File: src/rtl/dma_cmdport.sv
module dma_cmdport (
  input  logic        clk,
  input  logic        rst_n,
  input  logic        cmd_we,
  input  logic [7:0]  cmd_wdata,
  input  logic        dat_we,
  input  logic [7:0]  dat_wdata,
  input  logic        dat_re,
  output logic [7:0]  dat_rdata,
  input  logic        xfer_stb,
  input  logic [3:0]  xfer_ch,
  output logic [15:0] eng_ioport,
  output logic [7:0]  eng_mode,
  output logic [15:0] armed,
  output logic [15:0] tc
);
  localparam int NCH = 16;

  localparam logic [3:0] OP_IO   = 4'h0;
  localparam logic [3:0] OP_ADDR = 4'h2;
  localparam logic [3:0] OP_RADR = 4'h3;
  localparam logic [3:0] OP_CNT  = 4'h4;
  localparam logic [3:0] OP_RCNT = 4'h5;
  localparam logic [3:0] OP_MODE = 4'h7;
  localparam logic [3:0] OP_MASK = 4'h9;
  localparam logic [3:0] OP_ARM  = 4'hA;

  logic [15:0] io_q   [NCH];
  logic [23:0] addr_q [NCH];
  logic [15:0] cnt_q  [NCH];
  logic [7:0]  mode_q [NCH];
  logic [15:0] mask_q;
  logic [15:0] tc_q;

  logic [3:0] op_q;
  logic [3:0] ch_q;
  logic [1:0] ptr_q;
  logic [1:0] oplen;
  logic       is_rd, in_rng, wr_ok, rd_ok, stb_ok;
  logic [4:0] bsel;

  always_comb begin
    case (op_q)
      OP_IO, OP_CNT, OP_RCNT: oplen = 2'd2;
      OP_ADDR, OP_RADR:       oplen = 2'd3;
      OP_MODE:                oplen = 2'd1;
      default:                oplen = 2'd0;
    endcase
  end

  assign is_rd  = (op_q == OP_RADR) || (op_q == OP_RCNT);
  assign in_rng = ptr_q < oplen;
  assign wr_ok  = dat_we && !cmd_we && !is_rd && in_rng;
  assign rd_ok  = dat_re && !cmd_we && is_rd && in_rng;
  assign bsel   = {ptr_q, 3'b000};

  always_comb begin
    dat_rdata = 8'h00;
    if (in_rng) begin
      if (op_q == OP_RADR)      dat_rdata = addr_q[ch_q][bsel +: 8];
      else if (op_q == OP_RCNT) dat_rdata = cnt_q[ch_q][bsel[3:0] +: 8];
    end
  end

  assign stb_ok = xfer_stb && !mask_q[xfer_ch] && mode_q[xfer_ch][2]
                  && !(wr_ok && ch_q == xfer_ch);

  assign eng_ioport = io_q[xfer_ch];
  assign eng_mode   = mode_q[xfer_ch];
  assign armed      = ~mask_q;
  assign tc         = tc_q;

  always_ff @(posedge clk) begin
    if (!rst_n) begin
      op_q   <= 4'hF;
      ch_q   <= 4'h0;
      ptr_q  <= 2'd0;
      mask_q <= '1;
      tc_q   <= '0;
      for (int i = 0; i < NCH; i++) begin
        io_q[i]   <= '0;
        addr_q[i] <= '0;
        cnt_q[i]  <= '0;
        mode_q[i] <= '0;
      end
    end else begin
      if (cmd_we) begin
        op_q  <= cmd_wdata[7:4];
        ch_q  <= cmd_wdata[3:0];
        ptr_q <= 2'd0;
        if (cmd_wdata[7:4] == OP_MASK) mask_q[cmd_wdata[3:0]] <= 1'b1;
        if (cmd_wdata[7:4] == OP_ARM)  mask_q[cmd_wdata[3:0]] <= 1'b0;
      end else if (wr_ok || rd_ok) begin
        ptr_q <= ptr_q + 2'd1;
      end

      if (stb_ok) begin
        cnt_q[xfer_ch]  <= cnt_q[xfer_ch] - 16'd1;
        addr_q[xfer_ch] <= addr_q[xfer_ch] + (mode_q[xfer_ch][6] ? 24'd2 : 24'd1);
        if (cnt_q[xfer_ch] == 16'd0) tc_q[xfer_ch] <= 1'b1;
      end

      if (wr_ok) begin
        case (op_q)
          OP_IO:   io_q[ch_q][bsel[3:0] +: 8] <= dat_wdata;
          OP_ADDR: addr_q[ch_q][bsel +: 8]    <= dat_wdata;
          OP_CNT: begin
            cnt_q[ch_q][bsel[3:0] +: 8] <= dat_wdata;
            tc_q[ch_q] <= 1'b0;
          end
          OP_MODE: mode_q[ch_q] <= dat_wdata;
          default: ;
        endcase
      end
    end
  end
endmodule

File: config.mk
export PLATFORM = sky130hd
export DESIGN_NAME = dma_cmdport
export DESIGN_NICKNAME = d
export VERILOG_FILES = /design/src/rtl/dma_cmdport.sv
export SDC_FILE = /design/constraint.sdc
export NUM_CORES = 2
export LEC_CHECK = 0
export BUFFER_PORTS_ARGS = -buffer_cell sky130_fd_sc_hd__clkbuf_2
export CORE_ASPECT_RATIO = 1.5
export CORE_MARGIN = 5
export CORE_UTILIZATION = 65
export CTS_CLUSTER_DIAMETER = 100
export CTS_CLUSTER_SIZE = 24
export DETAILED_ROUTE_END_ITERATION = 6
export PLACE_DENSITY = 0.85
export SLEW_MARGIN = 5
export SYNTH_ARGS = -nofsm -noshare
export SYNTH_HDL_FRONTEND = slang
export SYNTH_SLANG_ARGS = --single-unit
File: constraint.sdc
create_clock -name clk -period 10.85 [get_ports clk]
set_input_delay 2.17 -clock clk [delete_from_list [all_inputs] [get_ports clk]]
set_output_delay 2.17 -clock clk [all_outputs]
set_load 0.1 [all_outputs]
==> flow_summary.ini <==
[timing]
grt_setup_unrepaired = false
setup_viol = 0
worstMarginPinSlew_ns = 1.37
timing.final.crit_share = 0.672
timing.max_slew.rel_slack = 0.0820
final_hold_viol_count = 0
final-max-slew-violation-count = 0
holdWs_ns = 0.510
achievable_freq_mhz = 137
fin_worst_skew_ns = 0.0463
final.min_clock_period_ns = 7.29
setup_tns_ns = 0

[cells_and_area]
layout-drive-gt1-share = 0.190
multiInputGateArea_mm2 = 0.0232
filler_cell_count = 5663
areaGrowthSynthToFinish_pct = 4.03
final-instance-count-excl-fill = 5123
layout.area.seq_mm2 = 0.0317
final_util = 0.678
finish.net_count = 3979

[placed_design]
dp.cells = 5039
final_estimated_routing_congestion_in_global_placement = 1.01
port_buffers = 89
dp_hpwl_mm = 117

[yosys]
warnings_from_yosys = 0
synth.mux.area_fraction = 0.203
ys_flop_type = sky130_fd_sc_hd__edfxtp_1
synth_compound_area_frac = 0.0936
synth_top_cell_area_share = 0.540
synth_enable_flop_cells = 1024
number_of_instances_in_the_synthesized_netlist = 4114
yosys.area_share.adder = 0.00211
synth_most_common_cell = sky130_fd_sc_hd__edfxtp_1
avgSynthCellArea_um2 = 13.8
synth_top_family_by_area = multiplexers
postSynthRegisterBits = 1070
netlist_area_before_placement_mm2 = 0.0569
asyncSetResetFlopFracSynth = 0
post_synth_most_frequent_cells = sky130_fd_sc_hd__edfxtp_1 (1,024), sky130_fd_sc_hd__nand2_1 (503), sky130_fd_sc_hd__mux4_2 (440), sky130_fd_sc_hd__o22ai_1 (376), sky130_fd_sc_hd__o21ai_0 (319)
syn-num-nets = 4149
yosys.area_share.simple = 0.0992
yosysTopAreaCell = sky130_fd_sc_hd__edfxtp_1
synth.area.top_cells = sky130_fd_sc_hd__edfxtp_1 (54%), sky130_fd_sc_hd__mux4_2 (17%), sky130_fd_sc_hd__o22ai_1 (4.1%)
synth_seq_area_share = 0.557
synth-xor-area-share = 0.00792
ys_types = 71

[global_route]
first_global_vias = 40800
largest_net_degree_at_the_start_of_global_routing = 161
antenna_found_initial = 8
total_track_usage = 0.387
grt_overflow = 0
grt_first_pass_wirelength_mm = 267

[worst_setup_path]
worst_r2r_path_depth = 7
timing.critical_path.to_type = primary output
critPathLaunchType = input pin
regToRegEndpoint = addr_q[6][21]$_DFFE_PP_
crit_path_max_incr_delay_ns = 0.73
required_ns = 8.68
timing.setup.critical_path_class = in -> out
worstReg2RegStart = ptr_q[1]$_SDFFE_PP0P_
worst-path-max-fanout = 76
arrival_ns = 5.12
setup.worst_path.start = xfer_ch[0]
timing.critical_path.cells = buf_8 -> buf_4 -> mux4_2 -> mux4_2 -> clkbuf_2
cp_common_cell = sky130_fd_sc_hd__mux4_2
crit_path_top_delay_cell = sky130_fd_sc_hd__buf_4
rrSetupSlack_ns = 6.05

[clock_tree]
cts.root.buffer_cell = sky130_fd_sc_hd__clkbuf_16
cts_setup_buffers = 0
clock-sinks = 1070
clock_tree.buffer_depth = 3
h-tree-depth = 2
cts.clk_slew.worst_paths_ns = 0.09
clock_buffers_created_by_tritoncts = 50
post_cts.resized_instances = 0
cts_hold_buffers = 0
tritoncts = done
insertion_delay_ns = 0.71

[die]
die_area_mm2 = 0.0937
dieWidth_um = 252
initial_utilization = 0.651
die_y_um = 372
floorplan.rows = 133
ioPinCount = 90
placeableCoreArea_mm2 = 0.0874

[routing]
final_antenna_net_count = 0
via_count = 41100
drt-vias-per-instance = 8.01
post_drt_wl_per_cell_um = 35.9
drt_iter0_drc = 7735
post-route-drc-count = 30
wirelength_mm = 184
dr.pass1.iters = 7

[outcome]
violations = design-rule violations
run_status = finished with violations

[hold_path]
hp-class = reg -> reg
hp-start = tc[4]$_SDFF_PN0_
hold-path-cell-count = 2
end_point_of_the_worst_hold_path = tc[4]$_SDFF_PN0_

[power]
total_leakage_power_nw = 20.2
power_density_mw_per_mm2 = 136
vdd.ir_drop.worst_mv = 0.136

[job]
max-cap-violations = 0
## metrics by stage
| step | total power (W) | instance area, um^2 | worst slack, ns |
|---|---|---|---|
| after floorplan | 0.00555 | 56900 | 3.64 |
| after detailed placement | 0.00590 | 57800 | 3.43 |
| final | 0.00806 | 59200 | 3.56 |
| after CTS | 0.00795 | 59200 | 3.49 |
| after global routing | 0.00819 | 59200 | 3.32 |
| after global placement | 0.00587 | 57800 | 3.55 |
## worst max path at each step
stage / to / slack [ns] / cells after the start
finish: eng_ioport[10] / 3.56 / 5
CTS: eng_ioport[10] / 3.49 / 5
global placement: eng_ioport[10] / 3.55 / 5
floorplan: eng_ioport[0] / 3.64 / 10
global route: eng_ioport[10] / 3.32 / 5
detailed placement: addr_q[1][23]$_DFFE_PP_ / 3.43 / 11
## worst max-delay path: cells and delay by family
| kind | cells | cell delay [ns] |
|---|---|---|
| multiplexers | 2 | 1.16 |
| buffers and inverters | 3 | 1.67 |
## power by group
part / total (W) / switching [W] / internal, W
Sequential: 0.00473 / 0.0000804 / 0.00465
Clock: 0.00219 / 0.00132 / 0.000868
Combinational: 0.00114 / 0.000769 / 0.000371
## layout make-up
| type | count | share of cell area |
|---|---|---|
| inverter | 48 | 0.00304 |
| multi-input combinational | 2583 | 0.391 |
| timing repair buffer | 191 | 0.0221 |
| tap | 1147 | 0.0242 |
| antenna | 10 | 0.000423 |
| sequential | 1070 | 0.535 |
| clock buffer | 70 | 0.0224 |
| clock inverter | 4 | 0.00114 |
## cells in the final DEF (no fill, tap or decap), types with 5 or more instances in the layout
cell type                   count
sky130_fd_sc_hd__a21boi_0      15
sky130_fd_sc_hd__a21oi_1       32
sky130_fd_sc_hd__a22o_1        20
sky130_fd_sc_hd__a22oi_1       51
sky130_fd_sc_hd__and2_1       258
sky130_fd_sc_hd__and3_1       136
sky130_fd_sc_hd__buf_4        108
sky130_fd_sc_hd__clkbuf_1      20
sky130_fd_sc_hd__clkbuf_16     50
sky130_fd_sc_hd__clkbuf_2      76
sky130_fd_sc_hd__dfxtp_1       42
sky130_fd_sc_hd__diode_2       10
sky130_fd_sc_hd__edfxtp_1    1024
sky130_fd_sc_hd__ha_1           8
sky130_fd_sc_hd__inv_1         48
sky130_fd_sc_hd__mux2i_1       29
sky130_fd_sc_hd__mux4_1        51
sky130_fd_sc_hd__mux4_2       440
sky130_fd_sc_hd__nand2_1      503
sky130_fd_sc_hd__nand2b_1      13
sky130_fd_sc_hd__nand3_1       22
sky130_fd_sc_hd__nand3_2        5
sky130_fd_sc_hd__nand4_1        9
sky130_fd_sc_hd__nor2_1       119
sky130_fd_sc_hd__nor2_2         5
sky130_fd_sc_hd__nor2b_1       19
sky130_fd_sc_hd__nor3_1         9
sky130_fd_sc_hd__nor3_2         6
sky130_fd_sc_hd__nor3b_1        5
sky130_fd_sc_hd__o21ai_0      308
sky130_fd_sc_hd__o21ai_1       22
sky130_fd_sc_hd__o221ai_1      28
sky130_fd_sc_hd__o22ai_1      376
sky130_fd_sc_hd__xnor2_1       10
sky130_fd_sc_hd__xnor2_2        8
sky130_fd_sc_hd__xor2_1        14
sky130_fd_sc_hd__xor2_2         6
## layer usage
| layer | part of all wire | wire length, um | track usage |
|---|---|---|---|
| met1 | 0.28 | 50900 | 0.443 |
| met2 | 0.45 | 82700 | 0.594 |
| met3 | 0.16 | 28600 | 0.130 |
| met4 | 0.12 | 21500 | 0.318 |
| met5 | 0.000092 | 17 | 0 |
## kinds of logic after synthesis
kind of cell | count (synthesis)
muxes | 521
adders and majority gates | 9
and+or+nand+nor | 1141
buffers and inverters | 461
xor gates and xnor gates | 39
DFF | 1070
AOI/OAI and AO/OA | 873
## flip-flops by register name, indices dropped and copies added, names as in the netlist, named ones only
register,flops
tc,16
addr_q,384
ptr_q,2
cnt_q,256
io_q,256
mask_q,15
op_q,4
mode_q,128
ch_q,4
(Power assumes the default switching activity.)
